<file path="config.mk">
export PLATFORM = sky130hd
export DESIGN_NAME = dual_frame_spi_master
export DESIGN_NICKNAME = d
export VERILOG_FILES = /design/src/rtl/dfm_pkg.sv /design/src/rtl/dfm_fifo.sv /design/src/rtl/dfm_attr_sel.sv /design/src/rtl/dfm_engine.sv /design/src/rtl/dual_frame_spi_master.sv
export SDC_FILE = /design/constraint.sdc
export NUM_CORES = 1
export LEC_CHECK = 0
export BUFFER_PORTS_ARGS = -buffer_cell sky130_fd_sc_hd__clkbuf_2
export CAP_MARGIN = 10
export CORE_ASPECT_RATIO = 1.4
export CORE_MARGIN = 8
export CORE_UTILIZATION = 50
export CTS_CLUSTER_DIAMETER = 120
export DETAILED_ROUTE_END_ITERATION = 12
export HOLD_SLACK_MARGIN = 0.12
export PLACE_DENSITY = 0.82
export RECOVER_POWER = 25
export SLEW_MARGIN = 20
export SYNTH_ARGS = -nofsm -noshare
export SYNTH_HDL_FRONTEND = slang
export SYNTH_SLANG_ARGS = --single-unit
</file>
<file path="constraint.sdc">
create_clock -name clk -period 3.9 [get_ports clk]
set_input_delay 0.78 -clock clk [delete_from_list [all_inputs] [get_ports clk]]
set_output_delay 0.78 -clock clk [all_outputs]
set_load 0.005 [all_outputs]
</file>
<file path="src/rtl/dfm_pkg.sv">
package dfm_pkg;
   typedef enum logic [1:0] {
      ST_IDLE = 2'd0,
      ST_LOW  = 2'd1,
      ST_HIGH = 2'd2
   } eng_state_t;

   typedef enum logic {
      FR_CMD = 1'b0,
      FR_SER = 1'b1
   } frame_kind_t;

   localparam logic [1:0] COMBINED_MODE = 2'b10;
endpackage

</file>
<file path="src/rtl/dfm_fifo.sv">
module dfm_fifo #(
   parameter int W     = 16,
   parameter int DEPTH = 4,
   localparam int AW   = (DEPTH > 1) ? $clog2(DEPTH) : 1,
   localparam int CW   = $clog2(DEPTH + 1)
) (
   input  logic         clk,
   input  logic         rst_n,
   input  logic         push,
   input  logic [W-1:0] wdata,
   input  logic         pop,
   output logic [W-1:0] rdata,
   output logic         empty,
   output logic         full
);
   if (DEPTH < 2) begin : g_bad_depth
      $error("dfm_fifo: DEPTH must be at least 2");
   end

   logic [W-1:0]  mem [DEPTH];
   logic [AW-1:0] rd_ptr, wr_ptr;
   logic [CW-1:0] count;
   logic          do_push, do_pop;

   assign do_push = push && !full;
   assign do_pop  = pop && !empty;
   assign empty   = (count == '0);
   assign full    = (count == CW'(DEPTH));
   assign rdata   = mem[rd_ptr];

   always_ff @(posedge clk or negedge rst_n) begin
      if (!rst_n) begin
         rd_ptr <= '0;
         wr_ptr <= '0;
         count  <= '0;
      end else begin
         if (do_push)
            wr_ptr <= (wr_ptr == AW'(DEPTH - 1)) ? '0 : wr_ptr + 1'b1;
         if (do_pop)
            rd_ptr <= (rd_ptr == AW'(DEPTH - 1)) ? '0 : rd_ptr + 1'b1;
         if (do_push && !do_pop)
            count <= count + 1'b1;
         else if (do_pop && !do_push)
            count <= count - 1'b1;
      end
   end

   always_ff @(posedge clk) begin
      if (do_push)
         mem[wr_ptr] <= wdata;
   end


   no_overflow_chk: assert property (@(posedge clk) disable iff (!rst_n)
      count <= CW'(DEPTH));


   full_hold_chk: assert property (@(posedge clk) disable iff (!rst_n)
      full && push && !pop |=> full);
endmodule

</file>
<file path="src/rtl/dfm_attr_sel.sv">
module dfm_attr_sel
   import dfm_pkg::*;
#(
   parameter int NATTR = 4,
   parameter int LENW  = 5,
   parameter int DIVW  = 4,
   parameter int NCS   = 6,
   localparam int SELW = $clog2(NATTR),
   localparam int CSIW = $clog2(NCS)
) (
   input  logic [NATTR*LENW-1:0] attr_len,
   input  logic [NATTR*DIVW-1:0] attr_div,
   input  logic [SELW-1:0]       sel,
   input  frame_kind_t           kind,
   input  logic [NCS-1:0]        cmd_mask,
   input  logic [CSIW-1:0]       ser_cs_idx,
   output logic [LENW-1:0]       len,
   output logic [DIVW-1:0]       div,
   output logic [NCS-1:0]        cs_mask
);
   logic [NCS-1:0] ser_onehot;

   for (genvar i = 0; i < NCS; i++) begin : g_cs_dec
      assign ser_onehot[i] = (ser_cs_idx == CSIW'(i));
   end

   assign len     = attr_len[sel*LENW +: LENW];
   assign div     = attr_div[sel*DIVW +: DIVW];
   // the serialize line is never shared with a command frame
   assign cs_mask = (kind == FR_SER) ? ser_onehot : (cmd_mask & ~ser_onehot);
endmodule

</file>
<file path="src/rtl/dfm_engine.sv">
module dfm_engine
   import dfm_pkg::*;
#(
   parameter int DW   = 16,
   parameter int LENW = 5,
   parameter int DIVW = 4,
   parameter int NCS  = 6
) (
   input  logic            clk,
   input  logic            rst_n,
   input  logic            start,
   input  frame_kind_t     kind_in,
   input  logic [DW-1:0]   data_in,
   input  logic [LENW-1:0] len_in,
   input  logic [DIVW-1:0] div_in,
   input  logic [NCS-1:0]  cs_in,
   input  logic            miso,
   output logic            busy,
   output logic            done,
   output frame_kind_t     kind,
   output logic [DW-1:0]   rx_word,
   output logic            sck,
   output logic            mosi,
   output logic [NCS-1:0]  cs_n
);
   eng_state_t      state;
   logic [DIVW-1:0] cnt, div_q;
   logic [LENW-1:0] bits_left;
   logic [DW-1:0]   sh_tx, sh_rx;
   logic            phase_end;

   assign phase_end = (cnt == div_q);
   assign busy      = (state != ST_IDLE);
   assign mosi      = busy & sh_tx[DW-1];
   assign rx_word   = sh_rx;

   always_ff @(posedge clk or negedge rst_n) begin
      if (!rst_n) begin
         state     <= ST_IDLE;
         cnt       <= '0;
         div_q     <= '0;
         bits_left <= '0;
         sh_tx     <= '0;
         sh_rx     <= '0;
         sck       <= 1'b0;
         cs_n      <= '1;
         done      <= 1'b0;
         kind      <= FR_CMD;
      end else begin
         done <= 1'b0;
         unique case (state)
            ST_IDLE: begin
               if (start) begin
                  state     <= ST_LOW;
                  cnt       <= '0;
                  div_q     <= div_in;
                  bits_left <= len_in - 1'b1;
                  sh_tx     <= data_in << (LENW'(DW) - len_in);
                  sh_rx     <= '0;
                  cs_n      <= ~cs_in;
                  kind      <= kind_in;
               end
            end
            ST_LOW: begin
               if (phase_end) begin
                  cnt   <= '0;
                  sck   <= 1'b1;
                  sh_rx <= {sh_rx[DW-2:0], miso};
                  state <= ST_HIGH;
               end else begin
                  cnt <= cnt + 1'b1;
               end
            end
            ST_HIGH: begin
               if (phase_end) begin
                  cnt <= '0;
                  sck <= 1'b0;
                  if (bits_left == '0) begin
                     state <= ST_IDLE;
                     cs_n  <= '1;
                     done  <= 1'b1;
                  end else begin
                     bits_left <= bits_left - 1'b1;
                     sh_tx     <= sh_tx << 1;
                     state     <= ST_LOW;
                  end
               end else begin
                  cnt <= cnt + 1'b1;
               end
            end
            default: state <= ST_IDLE;
         endcase
      end
   end


   sck_idle_chk: assert property (@(posedge clk) disable iff (!rst_n)
      !busy |-> !sck);


   cs_idle_chk: assert property (@(posedge clk) disable iff (!rst_n)
      !busy |-> (cs_n == '1));


   len_range_chk: assert property (@(posedge clk) disable iff (!rst_n)
      start && !busy |-> (len_in >= LENW'(4)) && (len_in <= LENW'(DW)));
endmodule

</file>
<file path="src/rtl/dual_frame_spi_master.sv">
module dual_frame_spi_master
   import dfm_pkg::*;
#(
   parameter int DW    = 16,
   parameter int NCS   = 6,
   parameter int NATTR = 4,
   parameter int DIVW  = 4,
   parameter int DEPTH = 4,
   localparam int LENW = $clog2(DW + 1),
   localparam int SELW = $clog2(NATTR),
   localparam int CSIW = $clog2(NCS)
) (
   input  logic                  clk,
   input  logic                  rst_n,
   input  logic [1:0]            mode_sel,
   input  logic                  master_en,
   input  logic [NATTR*LENW-1:0] attr_len,
   input  logic [NATTR*DIVW-1:0] attr_div,
   input  logic [SELW-1:0]       par_attr_sel,
   input  logic [CSIW-1:0]       par_cs_idx,
   input  logic                  tx_push,
   input  logic [2*DW-1:0]       tx_word,
   output logic                  tx_full,
   input  logic [DW-1:0]         par_in,
   output logic [DW-1:0]         par_out,
   input  logic                  rx_pop,
   output logic [DW-1:0]         rx_data,
   output logic                  rx_empty,
   output logic                  rx_ovf,
   output logic                  sck,
   output logic                  mosi,
   input  logic                  miso,
   output logic [NCS-1:0]        cs_n
);
   localparam int CMD_CS_LSB  = DW;
   localparam int CMD_SEL_LSB = DW + 8;

   if (NCS > 8 || NCS < 2) begin : g_bad_ncs
      $error("dual_frame_spi_master: NCS must be 2..8");
   end
   if (DW < 8 + SELW || DW < 4) begin : g_bad_dw
      $error("dual_frame_spi_master: DW too small for command field");
   end

   logic            active, eng_busy, eng_done;
   logic            start_cmd, start_ser, tx_empty, rx_full, rx_push;
   frame_kind_t     start_kind, eng_kind;
   logic [2*DW-1:0] tx_head;
   logic [DW-1:0]   last_ser, start_data, eng_rx;
   logic [SELW-1:0] start_sel;
   logic [LENW-1:0] start_len;
   logic [DIVW-1:0] start_div;
   logic [NCS-1:0]  start_cs;
   logic            unused_cmd_bits;

   assign unused_cmd_bits = ^tx_head;

   // frame-boundary arbitration
   assign active     = master_en && (mode_sel == COMBINED_MODE);
   assign start_cmd  = active && !eng_busy && !tx_empty;
   assign start_ser  = active && !eng_busy && tx_empty && (par_in != last_ser);
   assign start_kind = start_cmd ? FR_CMD : FR_SER;
   assign start_sel  = start_cmd ? tx_head[CMD_SEL_LSB +: SELW] : par_attr_sel;
   assign start_data = start_cmd ? tx_head[DW-1:0] : par_in;
   assign rx_push    = eng_done && (eng_kind == FR_CMD);

   dfm_fifo #(.W(2*DW), .DEPTH(DEPTH)) u_tx_fifo (
      .clk   (clk),
      .rst_n (rst_n),
      .push  (tx_push),
      .wdata (tx_word),
      .pop   (start_cmd),
      .rdata (tx_head),
      .empty (tx_empty),
      .full  (tx_full)
   );

   dfm_attr_sel #(.NATTR(NATTR), .LENW(LENW), .DIVW(DIVW), .NCS(NCS)) u_attr (
      .attr_len   (attr_len),
      .attr_div   (attr_div),
      .sel        (start_sel),
      .kind       (start_kind),
      .cmd_mask   (tx_head[CMD_CS_LSB +: NCS]),
      .ser_cs_idx (par_cs_idx),
      .len        (start_len),
      .div        (start_div),
      .cs_mask    (start_cs)
   );

   dfm_engine #(.DW(DW), .LENW(LENW), .DIVW(DIVW), .NCS(NCS)) u_engine (
      .clk     (clk),
      .rst_n   (rst_n),
      .start   (start_cmd || start_ser),
      .kind_in (start_kind),
      .data_in (start_data),
      .len_in  (start_len),
      .div_in  (start_div),
      .cs_in   (start_cs),
      .miso    (miso),
      .busy    (eng_busy),
      .done    (eng_done),
      .kind    (eng_kind),
      .rx_word (eng_rx),
      .sck     (sck),
      .mosi    (mosi),
      .cs_n    (cs_n)
   );

   dfm_fifo #(.W(DW), .DEPTH(DEPTH)) u_rx_fifo (
      .clk   (clk),
      .rst_n (rst_n),
      .push  (rx_push),
      .wdata (eng_rx),
      .pop   (rx_pop),
      .rdata (rx_data),
      .empty (rx_empty),
      .full  (rx_full)
   );

   always_ff @(posedge clk or negedge rst_n) begin
      if (!rst_n) begin
         last_ser <= '0;
         par_out  <= '0;
         rx_ovf   <= 1'b0;
      end else begin
         if (start_ser)
            last_ser <= par_in;
         if (eng_done && eng_kind == FR_SER)
            par_out <= eng_rx;
         if (rx_push && rx_full)
            rx_ovf <= 1'b1;
      end
   end


   mode_gate_chk: assert property (@(posedge clk) disable iff (!rst_n)
      !active && !eng_busy |=> !eng_busy);


   cmd_first_chk: assert property (@(posedge clk) disable iff (!rst_n)
      $rose(eng_busy) |-> ((eng_kind == FR_CMD) == $past(!tx_empty)));


   ser_cs_chk: assert property (@(posedge clk) disable iff (!rst_n)
      eng_busy && eng_kind == FR_SER |-> $countones(~cs_n) == 1);


   cmd_cs_chk: assert property (@(posedge clk) disable iff (!rst_n)
      eng_busy && eng_kind == FR_CMD |-> cs_n[par_cs_idx]);


   ovf_sticky_chk: assert property (@(posedge clk) disable iff (!rst_n)
      rx_ovf |=> rx_ovf);
endmodule

</file>
==> summary.md, run 1 <==
| Metric | Value |
|---|---|
| Status | completed |
| DR pass1 iterations | 5 |
| Antenna violations before repair | 1 |
| Worst path required time | 4.30 ns |
| Yosys Warn Count | 0 |
| Synth Area in Simple Gates | 9.32% |
| Worst slew pin tran | 0.910 ns |
| Design Area, Final | 0.0141 sq mm |
| Placeable Area | 0.0240 sq mm |
| Main combinational cell family by area after synthesis | multiplexers |
| Clk buf depth | 3 |
| Die area | 0.0298 sq mm |
| Combinational group share of total power | 31.5% |
| Maximum VDD drop | 0.461 mV |
| Register area | 0.00739 sq mm |
| CTS tree | built |
| Worst hold path type | in -> async |
| Setup Total Neg Slack | 0 ns |
| Synth Area in Compound Gates | 8.33% |
| Post-Synth XOR/XNOR Area | 2.42% |
| Avg WL per Cell | 19.3 um |
| Final slew viol count | 0 |
| CP Class | reg -> reg |
| Die Ht | 201 um |
| Max_cap viols | 0 |
| Syn_nets | 1,008 |
| Min cycle time layout | 3.58 ns |
| # rows | 67 |
| Setup crit start kind | register |
| Routed via count | 7,849 |
| Final period util | 91.8% |
| Most frequent cells in the layout | 160 x edfxtp_1, 106 x clkbuf_2, 97 x dfrtp_1, 87 x nand2_1 |
| Ys flop type | edfxtp_1 |
| Final-report hold violation count | 0 |
| Vias per cell | 5.74 |
| GRT Util Overall | 17.5% |
| Synth area leader | edfxtp_1 |
| Post-place setup slack | 0.172 ns |
| Commonest non-fill, non-tap cell in the layout | edfxtp_1 |
| Sequential share of the synthesized area | 60.5% |
| Nets@finish | 1,154 |
| Largest net degree at the start of global routing | 67 |
| Clk Latency, worst-skew pair | 0.53 ns |
| CP max FO | 13 |
| Endpoints failing setup | 0 |
| Detail Placement HPWL | 18,600 um |
| DR iter-0 viols | 298 |
| Root Buffer | clkbuf_16 |
| Mapped Area | 0.0122 sq mm |
| CP Capture Type | register |
| Worst slew margin | 39.4% |
| Internal power | 0.00617 W |
| Vias in the first global route | 8,389 |
| Port bufs | 131 |
| Share of cells above drive strength 1 | 26.9% |
| Clk sinks | 263 |
| Clock Power Share | 26.1% |
| Post-synth EDFFs | 160 |
| Post-DRT Antenna Nets | 0 |
| Initial Utilization | 51.0% |
| Synth Instances | 891 |
| Flops & latches, synth | 263 |
| Synth top area share | 39.3% |
| Post-Syn Area per Cell | 13.7 sq um |
| Fillers | 1,893 |
| Distinct cells, synth | 74 |
| Overflow after GRT | 0 |
| Mux contribution to synthesized area | 15.1% |
| DR DRC count | 0 |
| Unrepaired setup endpoints after global routing | no |
| Sequential group share of total power | 42.4% |
| Leak pwr | 5.77 nW |
| Clock transition at path regs | 0.07 ns |
| Area contributors post-synth | edfxtp_1 39%, dfrtp_1 20%, mux4_2 6.4% |
| Final Skew | 0.0231 ns |
| Post-synthesis adder-cell area fraction | 2.17% |
| Num CTS Buffers | 25 |
| Global placement routability congestion | 0.852 |
| Final setup margin | 0.320 ns |
| First-pass GRT wire length | 42,400 um |
| Top Ports | 140 |
| Final WL | 26,400 um |
| Ys async rst share | 39.2% |
| Max Freq | 0.279 GHz |
| Pwr per Cell Area | 643 mW/mm^2 |
| CTS HTree Levels | 1 |
| Switch share | 31.9% |
| Area grow syn2layout | 15.4% |
| Area of the multi-input gates | 0.00458 sq mm |
| Die Wd | 148 um |
| Critical Path AT | 3.98 ns |
| Net switching power | 0.00290 W |
| Placement Cell Area | 0.0133 sq mm |
| Final Core Density | 58.9% |
==> power groups by stage <==
| stage | logic, W | clock network [W] | registers [W] |
|---|---|---|---|
| after floorplan | 0.00212 | 0 | 0.00377 |
| after global placement | 0.00279 | 0 | 0.00385 |
| after detailed placement | 0.00287 | 0 | 0.00389 |
| after CTS | 0.00289 | 0.00242 | 0.00384 |
| after global routing | 0.00316 | 0.00251 | 0.00390 |
| final | 0.00286 | 0.00237 | 0.00384 |
==> cell usage after synthesis (6+ instances only) <==
library cell / instances
clkbuf_1: 29
a221oi_1: 10
nand2_1: 87
a22o_1: 17
mux4_2: 35
and2_1: 14
nand3_1: 30
buf_2: 12
nor3_1: 12
dfrtp_1: 97
inv_1: 20
dfstp_2: 6
ha_1: 18
xnor2_1: 8
xor2_1: 22
edfxtp_1: 160
mux2i_1: 37
mux2_2: 46
o21ai_0: 31
nand4_1: 6
nand2b_1: 6
nor2_1: 47
mux4_1: 6
o211ai_1: 9
a21oi_1: 37
==> timing repair <==
action                     CTS  global route
setup endpoints to repair    0             1
buffers inserted             0             0
hold buffers                 0             0
resized for setup            0             1
==> through the flow <==
stage / total power [W] / hold WS (ns) / cells
after floorplan: 0.00589 / 0.447 / 891
after global placement: 0.00664 / 0.466 / 1320
after detailed placement: 0.00677 / 0.487 / 1320
after CTS: 0.00915 / 0.399 / 1366
after global routing: 0.00957 / 0.453 / 1367
final: 0.00907 / 0.381 / 1367
==> critical path: stages (launching register included) <==
cell,delay (ns)
dfrtp_1,0.40
inv_1,0.11
ha_1,0.25
nand4b_1,0.24
o21ai_0,0.34
and2_1,0.25
mux2_4,0.39
a211oi_4,0.43
and3_1,0.25
o21ba_2,0.30
o311ai_0,0.19
o32ai_1,0.31
==> per-layer routing <==
layer	share of wire, %	GRT usage, %
met1	37	18.2
met2	55	33.6
met3	5.0	3.34
met4	3.4	6.61
met5	0	0
==> registers in the layout, indices dropped and copies added, names as in the netlist, 3 cells and up <==
register and count:
u_engine.cnt 4, u_tx_fifo.count 3, u_rx_fifo.mem 64, u_engine.rx_word 16
u_rx_fifo.count 3, u_engine.sh_tx 16, u_engine.div_q 4, u_tx_fifo.mem 96
u_engine.cs_n 6, u_engine.bits_left 5, last_ser 16, par_out 16
==> kinds of logic after synthesis <==
kind of cell / count (synthesis)
simple gates: 237
flops: 263
mux: 125
fa+ha+maj: 20
compound gates: 149
buf+inv: 65
xor+xnor: 32
==> cell type report <==
class                           count  share of cell area [%]
Clock inverter                     11                   0.860
Sequential cell                   263                    52.4
Multi-Input combinational cell    563                    32.4
Timing Repair Buffer              164                    6.21
Inverter                           20                   0.532
Tap cell                          310                    2.75
Clock buffer                       35                    4.84
Antenna cell                        1                  0.0177
==> final timing paths <==
| kind | start | to | slack (ns) | depth (start not counted) |
|---|---|---|---|---|
| worst max-delay path | u_engine.state[0] | u_engine.sh_tx[14] | 0.32 | 11 |
| worst min-delay path | rst_n | par_out[11] | 0.38 | 1 |
| max in group asynchronous | rst_n | u_engine.cs_n[5] | 2.66 | 2 |
| worst max register to register | u_engine.state[0] | u_engine.sh_tx[14] | 0.32 | 11 |
| worst min register to register | rx_ovf | rx_ovf | 0.50 | 1 |
| min in group clk | miso | u_engine.rx_word[0] | 0.49 | 2 |
Power figures use the tool's default switching activity.
==> inputs of run 2 (changes only) <==
Settings changed: CTS_BUF_LIST from default to sky130_fd_sc_hd__clkbuf_4 sky130_fd_sc_hd__clkbuf_8.
==> run 2 against run 1 <==
- total power fell by 1.5%
- fmax fell by 1.6%
- clock skew rose by 0.0024 ns
- cell count rose by 1.9%
- clock power fell by 5%
- core utilization barely moved
- setup slack got worse by 0.057 ns
- largest cell class unchanged
- largest power group unchanged
- highest routed layer unchanged
==> summary.md, run 2 (synthesis results as in run 1) <==
| Metric | Value |
|---|---|
| Max Freq | 0.275 GHz (-1.6%) |
| Maximum VDD drop | 0.486 mV (+5.3%) |
| CTS HTree Levels | 2 (+1) |
| Most frequent cells in the layout | 160 x edfxtp_1, 106 x clkbuf_2, 97 x dfrtp_1, 87 x nand2_1 |
| Initial Utilization | 51.0% (unchanged) |
| Final period util | 93.2% (+1.5 points) |
| Worst hold path type | in -> async |
| Setup Total Neg Slack | 0 ns (unchanged) |
| Area grow syn2layout | 15.4% (about the same) |
| Placeable Area | 0.0240 sq mm (unchanged) |
| Setup crit end | u_engine.sh_tx[14] |
| Detail Placement HPWL | 18,600 um (unchanged) |
| Clock Power Share | 25.0% (-1.1 points) |
| Vias per cell | 5.64 (-1.7%) |
| Die Ht | 201 um (unchanged) |
| Pwr per Cell Area | 633 mW/mm^2 (-1.5%) |
| Setup Fix Bufs, Post-CTS | 0 (unchanged) |
| Final setup margin | 0.263 ns (-0.0569 ns) |
| Final-report hold violation count | 0 (unchanged) |
| Worst r2r src | u_engine.state[0] |
| Switch share | 32.5% (+0.60 points) |
| Share of cells above drive strength 1 | 28.7% (+1.8 points) |
| Regs by FF count | u_tx_fifo.mem (96), u_rx_fifo.mem (64) |
| Die area | 0.0298 sq mm (unchanged) |
| Commonest non-fill, non-tap cell in the layout | edfxtp_1 |
| CP Launch Point | u_engine.state[0] |
| Worst slew margin | 39.4% (about the same) |
| Flop-to-flop setup slack | 0.26 ns (-0.06 ns) |
| Largest net degree at the start of global routing | 67 (unchanged) |
| Top Ports | 140 (unchanged) |
| Top reg by flops | u_tx_fifo.mem |
| Cells along the critical path | inv_1, ha_1, and4b_1, a22oi_1, a311o_1, mux2_4, a211oi_4, and3_1, o21ba_2, o311ai_0, o32ai_1 |
| Clk buf depth | 3 (unchanged) |
| Overflow after GRT | 0 (unchanged) |
| CTS tree | built |
| Routed via count | 7,862 (+0.17%) |
| Vias in the first global route | 8,527 (+1.6%) |
| Max_cap viols | 0 (unchanged) |
| Port bufs | 131 (unchanged) |
| Avg WL per Cell | 18.9 um (-2.2%) |
| Num CTS Buffers | 40 (+60%) |
| Status | completed |
| Hold buffer count at CTS | 0 (unchanged) |
| Setup crit start kind | register |
| Crit path max-delay cell type | and4b_1 |
| Reg2reg path depth | 11 (unchanged) |
| DR iter-0 viols | 320 (+7.4%) |
| Unrepaired setup endpoints after global routing | no |
| Internal power | 0.00602 W (-2.4%) |
| Clk sinks | 263 (unchanged) |
| # rows | 67 (unchanged) |
| Endpoints failing setup | 0 (unchanged) |
| Root Buffer | clkbuf_8 |
| Post-CTS resize count | 0 (unchanged) |
| Combinational group share of total power | 32.0% (+0.5 points) |
| Post-place setup slack | 0.172 ns (unchanged) |
| First-pass GRT wire length | 42,700 um (+0.77%) |
| Worst slew pin tran | 0.910 ns (+0.0000672 ns) |
| DR pass1 iterations | 5 (unchanged) |
| Clock transition at path regs | 0.06 ns (about the same) |
| Die Wd | 148 um (unchanged) |
| CP max FO | 13 (unchanged) |
| Min cycle time layout | 3.64 ns (+0.0569 ns) |
| GRT Util Overall | 17.8% (+0.25 points) |
| Critical path's largest stage delay | 0.44 ns (about the same) |
| DR DRC count | 0 (unchanged) |
| Final WL | 26,300 um (-0.38%) |
| Worst path required time | 4.31 ns (about the same) |
| Antenna violations before repair | 1 (unchanged) |
| Nets@finish | 1,169 (+1.3%) |
| Net switching power | 0.00291 W (+0.30%) |
| Leak pwr | 5.80 nW (+0.48%) |
| Final Skew | 0.0255 ns (+0.00239 ns) |
| Sequential group share of total power | 43.0% (+0.6 points) |
| Worst R2R End | u_engine.sh_tx[14] |
| Global placement routability congestion | 0.852 (unchanged) |
| Clk Latency, worst-skew pair | 0.54 ns (about the same) |
| Final slew viol count | 0 (unchanged) |
| Max reg flops | 96 (unchanged) |
| CP Class | reg -> reg |
| Post-DRT Antenna Nets | 0 (unchanged) |
| Critical Path AT | 4.05 ns (+0.07 ns) |
| CP Capture Type | register |
-- run 2: changes by cell type in the layout (fill, tap and decap cells not counted), sizes merged --
cell / delta
bufinv: -1
clkbuf: +20
clkinv: +8
clkinvlp: +1
inv: -2
-- run 2: critical path: cells and delay by family, from the launching register on --
kind / cells / cell delay [ns]
AOI/OAI and AO/OA: 6 / 1.71
and+or+nand+nor: 2 / 0.68
DFF: 1 / 0.40
muxes: 1 / 0.36
adders and majority gates: 1 / 0.25
buffers and inverters: 1 / 0.11
-- run 2: worst min-delay path by stage --
stage | from | to | slack [ns] | cells after the start
final | rst_n | u_engine.rx_word[12] | 0.37 | 1
after global routing | rst_n | u_engine.bits_left[0] | 0.44 | 1
after CTS | rst_n | u_engine.bits_left[0] | 0.38 | 1
after detailed placement | u_engine.sh_tx[0] | u_engine.sh_tx[0] | 0.49 | 2
after global placement | u_engine.sh_tx[0] | u_engine.sh_tx[0] | 0.47 | 2
after floorplan | u_engine.sh_tx[0] | u_engine.sh_tx[0] | 0.45 | 2
-- run 2: routing by layer --
| layer | vias up | GRT usage, % | wire length (um) |
|---|---|---|---|
| met5 | - | 0 | 0 |
| met3 | 58 | 3.63 | 1400 |
| li1 | 3696 | - | - |
| met4 | 0 | 7.75 | 867 |
| met1 | 3902 | 18.3 | 9590 |
| met2 | 206 | 33.6 | 14500 |
-- run 2: layout make-up --
type	count	area, sq um
sequential	263	7390
clock inverter	17	113
fill	1892	9870
tap	310	388
antenna	1	2.50
timing repair buffer	164	876
multi-input combinational	563	4570
clock buffer	55	688
inverter	20	75.1
-- run 2: per-stage QoR --
| step | hold WS (ns) | power [W] | instance area (sq um) | utilization (%) | cells |
|---|---|---|---|---|---|
| 2_1_floorplan | 0.447 | 0.00589 | 12200 | - | 891 |
| 6_report | 0.372 | 0.00893 | 14100 | 58.8 | 1393 |
| 4_1_cts | 0.380 | 0.00902 | 14100 | 59.0 | 1392 |
| 5_1_grt | 0.438 | 0.00947 | 14100 | 58.8 | 1393 |
| 3_5_place_dp | 0.487 | 0.00677 | 13300 | 55.6 | 1320 |
| 3_3_place_gp | 0.466 | 0.00664 | 13300 | 55.6 | 1320 |
-- run 2: power by group through the flow --
stage          Sequential, W  Combinational (W)  Clock [W]
3_5_place_dp         0.00389            0.00287          0
6_report             0.00384            0.00286    0.00224
3_3_place_gp         0.00385            0.00279          0
5_1_grt              0.00390            0.00316    0.00240
2_1_floorplan        0.00377            0.00212          0
4_1_cts              0.00384            0.00289    0.00229
==> inputs of run 3 (changes only) <==
Settings changed: CORE_UTILIZATION 50 to 40, PLACE_DENSITY 0.82 to 0.7.
==> run 3 against run 2 <==
- the flow now finishes with violations (max-capacitance violations, max-slew violations)
- sequential power is essentially flat
- global-route usage decreased by 3.2 points
- total power increased by 3.5%
- first-iteration DRC count increased by 19%
- core utilization is 11 points lower
- critical path depth up 1
- final area increased by 1.7%
- routed wire length is 1.4% higher
- die area increased by 23%
- count of clock-buffer cells in the layout grew 2
- largest power group unchanged
==> summary.md, run 3 (synthesis results as in run 1) <==
| Metric | Value |
|---|---|
| Nets@finish | 1,169 (unchanged) |
| Area of the multi-input gates | 0.00457 sq mm (unchanged) |
| DR pass1 iterations | 8 (+3) |
| Vias per cell | 5.28 (-6.5%) |
| CP Launch Point | u_engine.state[1] |
| Commonest non-fill, non-tap cell in the layout | edfxtp_1 |
| Routed via count | 7,757 (-1.3%) |
| Placement Cell Area | 0.0134 sq mm (+0.78%) |
| Fillers | 2,700 (+43%) |
| Max_cap viols | 1 (+1) |
| Final Skew | 0.0426 ns (+0.0171 ns) |
| Antenna violations before repair | 0 (-1) |
| Vias in the first global route | 8,223 (-3.6%) |
| Critical Path AT | 4.00 ns (-0.05 ns) |
| Worst slew pin tran | 2.40 ns (+1.49 ns) |
| Die Wd | 164 um (+11%) |
| Worst path required time | 4.29 ns (-0.02 ns) |
| Worst slew margin | -60.1% (-99 points) |
| GRT Util Overall | 14.6% (-3.2 points) |
| Clock transition at path regs | 0.06 ns (about the same) |
| Initial Utilization | 40.7% (-10 points) |
| DR DRC count | 0 (unchanged) |
| Clock Power Share | 27.9% (+2.9 points) |
| Clk sinks | 263 (unchanged) |
| Leak pwr | 5.86 nW (+1.1%) |
| Top reg by flops | u_tx_fifo.mem |
| Final Core Density | 47.8% (-11 points) |
| CTS HTree Levels | 2 (unchanged) |
| Register area | 0.00739 sq mm (unchanged) |
| DR iter-0 viols | 380 (+19%) |
| # rows | 75 (+12%) |
| Hold buffer count at CTS | 0 (unchanged) |
| Switch share | 32.0% (-0.56 points) |
| Clk buf depth | 3 (unchanged) |
| Worst hold path type | reg -> reg |
| Die area | 0.0365 sq mm (+23%) |
| Worst r2r src | u_engine.state[1] |
| Failing checks | max-capacitance violations, max-slew violations |
| Top Ports | 140 (unchanged) |
| Internal power | 0.00629 W (+4.4%) |
| Design Area, Final | 0.0143 sq mm (+1.7%) |
| Sequential group share of total power | 41.4% (-1.6 points) |
| Detail Placement HPWL | 18,500 um (-0.35%) |
| ANT cells | 0 (-1) |
| Final slew viol count | 39 (+39) |
| Regs by FF count | u_tx_fifo.mem (96), u_rx_fifo.mem (64) |
| Post-CTS resize count | 0 (unchanged) |
| Setup Total Neg Slack | 0 ns (unchanged) |
| Share of cells above drive strength 1 | 28.9% (+0.29 points) |
| Area grow syn2layout | 17.3% |
| Net switching power | 0.00296 W (+1.8%) |
| Pwr per Cell Area | 645 mW/mm^2 (+1.8%) |
| Worst hold path cell count | 1 |
| Overflow after GRT | 0 (unchanged) |
| Flop-to-flop setup slack | 0.29 ns (+0.03 ns) |
| Hold EP | rx_ovf |
| Max reg flops | 96 (unchanged) |
| CP max FO | 23 (+10) |
| Setup crit start kind | register |
| Endpoints failing setup | 0 (unchanged) |
| Avg WL per Cell | 18.2 um (-3.9%) |
| Final-report hold violation count | 0 (unchanged) |
| Reg2reg path depth | 12 (+1) |
| Setup Fix Bufs, Post-CTS | 0 (unchanged) |
| Max Freq | 0.277 GHz (+0.84%) |
| Root Buffer | clkbuf_8 |
| Combinational group share of total power | 30.8% (-1.2 points) |
| First-pass GRT wire length | 42,800 um (+0.13%) |
| CP Capture Type | register |
| Final period util | 92.5% (-0.78 points) |
| Placeable Area | 0.0300 sq mm (+25%) |
| Final WL | 26,700 um (+1.4%) |
| Post-DRT Antenna Nets | 0 (unchanged) |
| Clk Latency, worst-skew pair | 0.56 ns (+0.02 ns) |
| Num CTS Buffers | 42 (+5.0%) |
| Unrepaired setup endpoints after global routing | no |
| CTS tree | built |
| CP Class | reg -> reg |
| Most frequent cells in the layout | 160 x edfxtp_1, 106 x clkbuf_2, 97 x dfrtp_1, 87 x nand2_1 |
| Die Ht | 223 um (+11%) |
| Maximum VDD drop | 0.409 mV (-16%) |
| Status | finished with violations |
| Min cycle time layout | 3.61 ns (-0.0303 ns) |
| Hold wc startpoint | rx_ovf |
| Largest net degree at the start of global routing | 66 (-1.5%) |
| Port bufs | 131 (unchanged) |
| Worst R2R End | u_engine.sh_tx[15] |
| Global placement routability congestion | 0.858 (+0.80%) |
run 3: cell types whose count changed in the layout (fill, tap and decap cells not counted), sizes merged:
| cell | change |
|---|---|
| clkbuf | +3 |
| clkinv | -1 |
| bufinv | +3 |
| inv | +1 |
| buf | -3 |
| diode | -1 |
run 3: layout make-up:
cell class / instances / area share, %
flip-flops and latches: 263 / 51.5
multi-input cells: 563 / 31.9
repair buffers: 162 / 6.15
clock buffers: 57 / 4.99
well taps: 385 / 3.36
clock inverters: 20 / 1.56
inverters: 20 / 0.523
run 3: metal layers:
| layer | global-route usage [%] | share of wire [%] | wire (um) | vias up |
|---|---|---|---|---|
| li1 | - | - | - | 3701 |
| met1 | 16.3 | 39 | 10400 | 3813 |
| met2 | 26.8 | 54 | 14400 | 202 |
| met3 | 2.98 | 5.1 | 1370 | 41 |
| met4 | 4.88 | 2.4 | 636 | 0 |
| met5 | 0 | 0 | 0 | - |
run 3: worst max-delay path, cell delays in order, from the launching register on:
cell	delay, ns
dfrtp_1	0.42
inv_1	0.10
ha_1	0.25
and4b_1	0.44
nand3_2	0.24
a32oi_1	0.37
a32o_1	0.28
buf_12	0.20
mux2i_1	0.25
mux2i_1	0.16
mux2_2	0.32
a221oi_1	0.30
a21oi_1	0.10
run 3: power by group through the flow:
stage	sequential [W]	clock [W]	combinational, W
3_5_place_dp	0.00388	0	0.00289
3_3_place_gp	0.00385	0	0.00284
4_1_cts	0.00383	0.00266	0.00290
2_1_floorplan	0.00377	0	0.00212
5_1_grt	0.00389	0.00277	0.00318
6_report	0.00382	0.00258	0.00285
run 3: worst max-delay path by stage:
stage / endpoint / depth (start not counted)
2_1_floorplan: u_engine.bits_left[4] / 14
3_3_place_gp: u_engine.sh_tx[15] / 11
3_5_place_dp: u_engine.sh_tx[14] / 10
4_1_cts: u_engine.sh_tx[15] / 12
5_1_grt: u_engine.sh_tx[15] / 12
6_report: u_engine.sh_tx[15] / 12
run 3: metrics by stage:
stage,instances,setup slack (ns),power [W],hold WS (ns)
6_report,1470,0.294,0.00925,0.473
5_1_grt,1470,0.0824,0.00984,0.446
4_1_cts,1470,0.294,0.00939,0.197
3_5_place_dp,1393,0.257,0.00677,0.471
3_3_place_gp,1393,0.283,0.00670,0.455
2_1_floorplan,891,0.491,0.00589,0.447
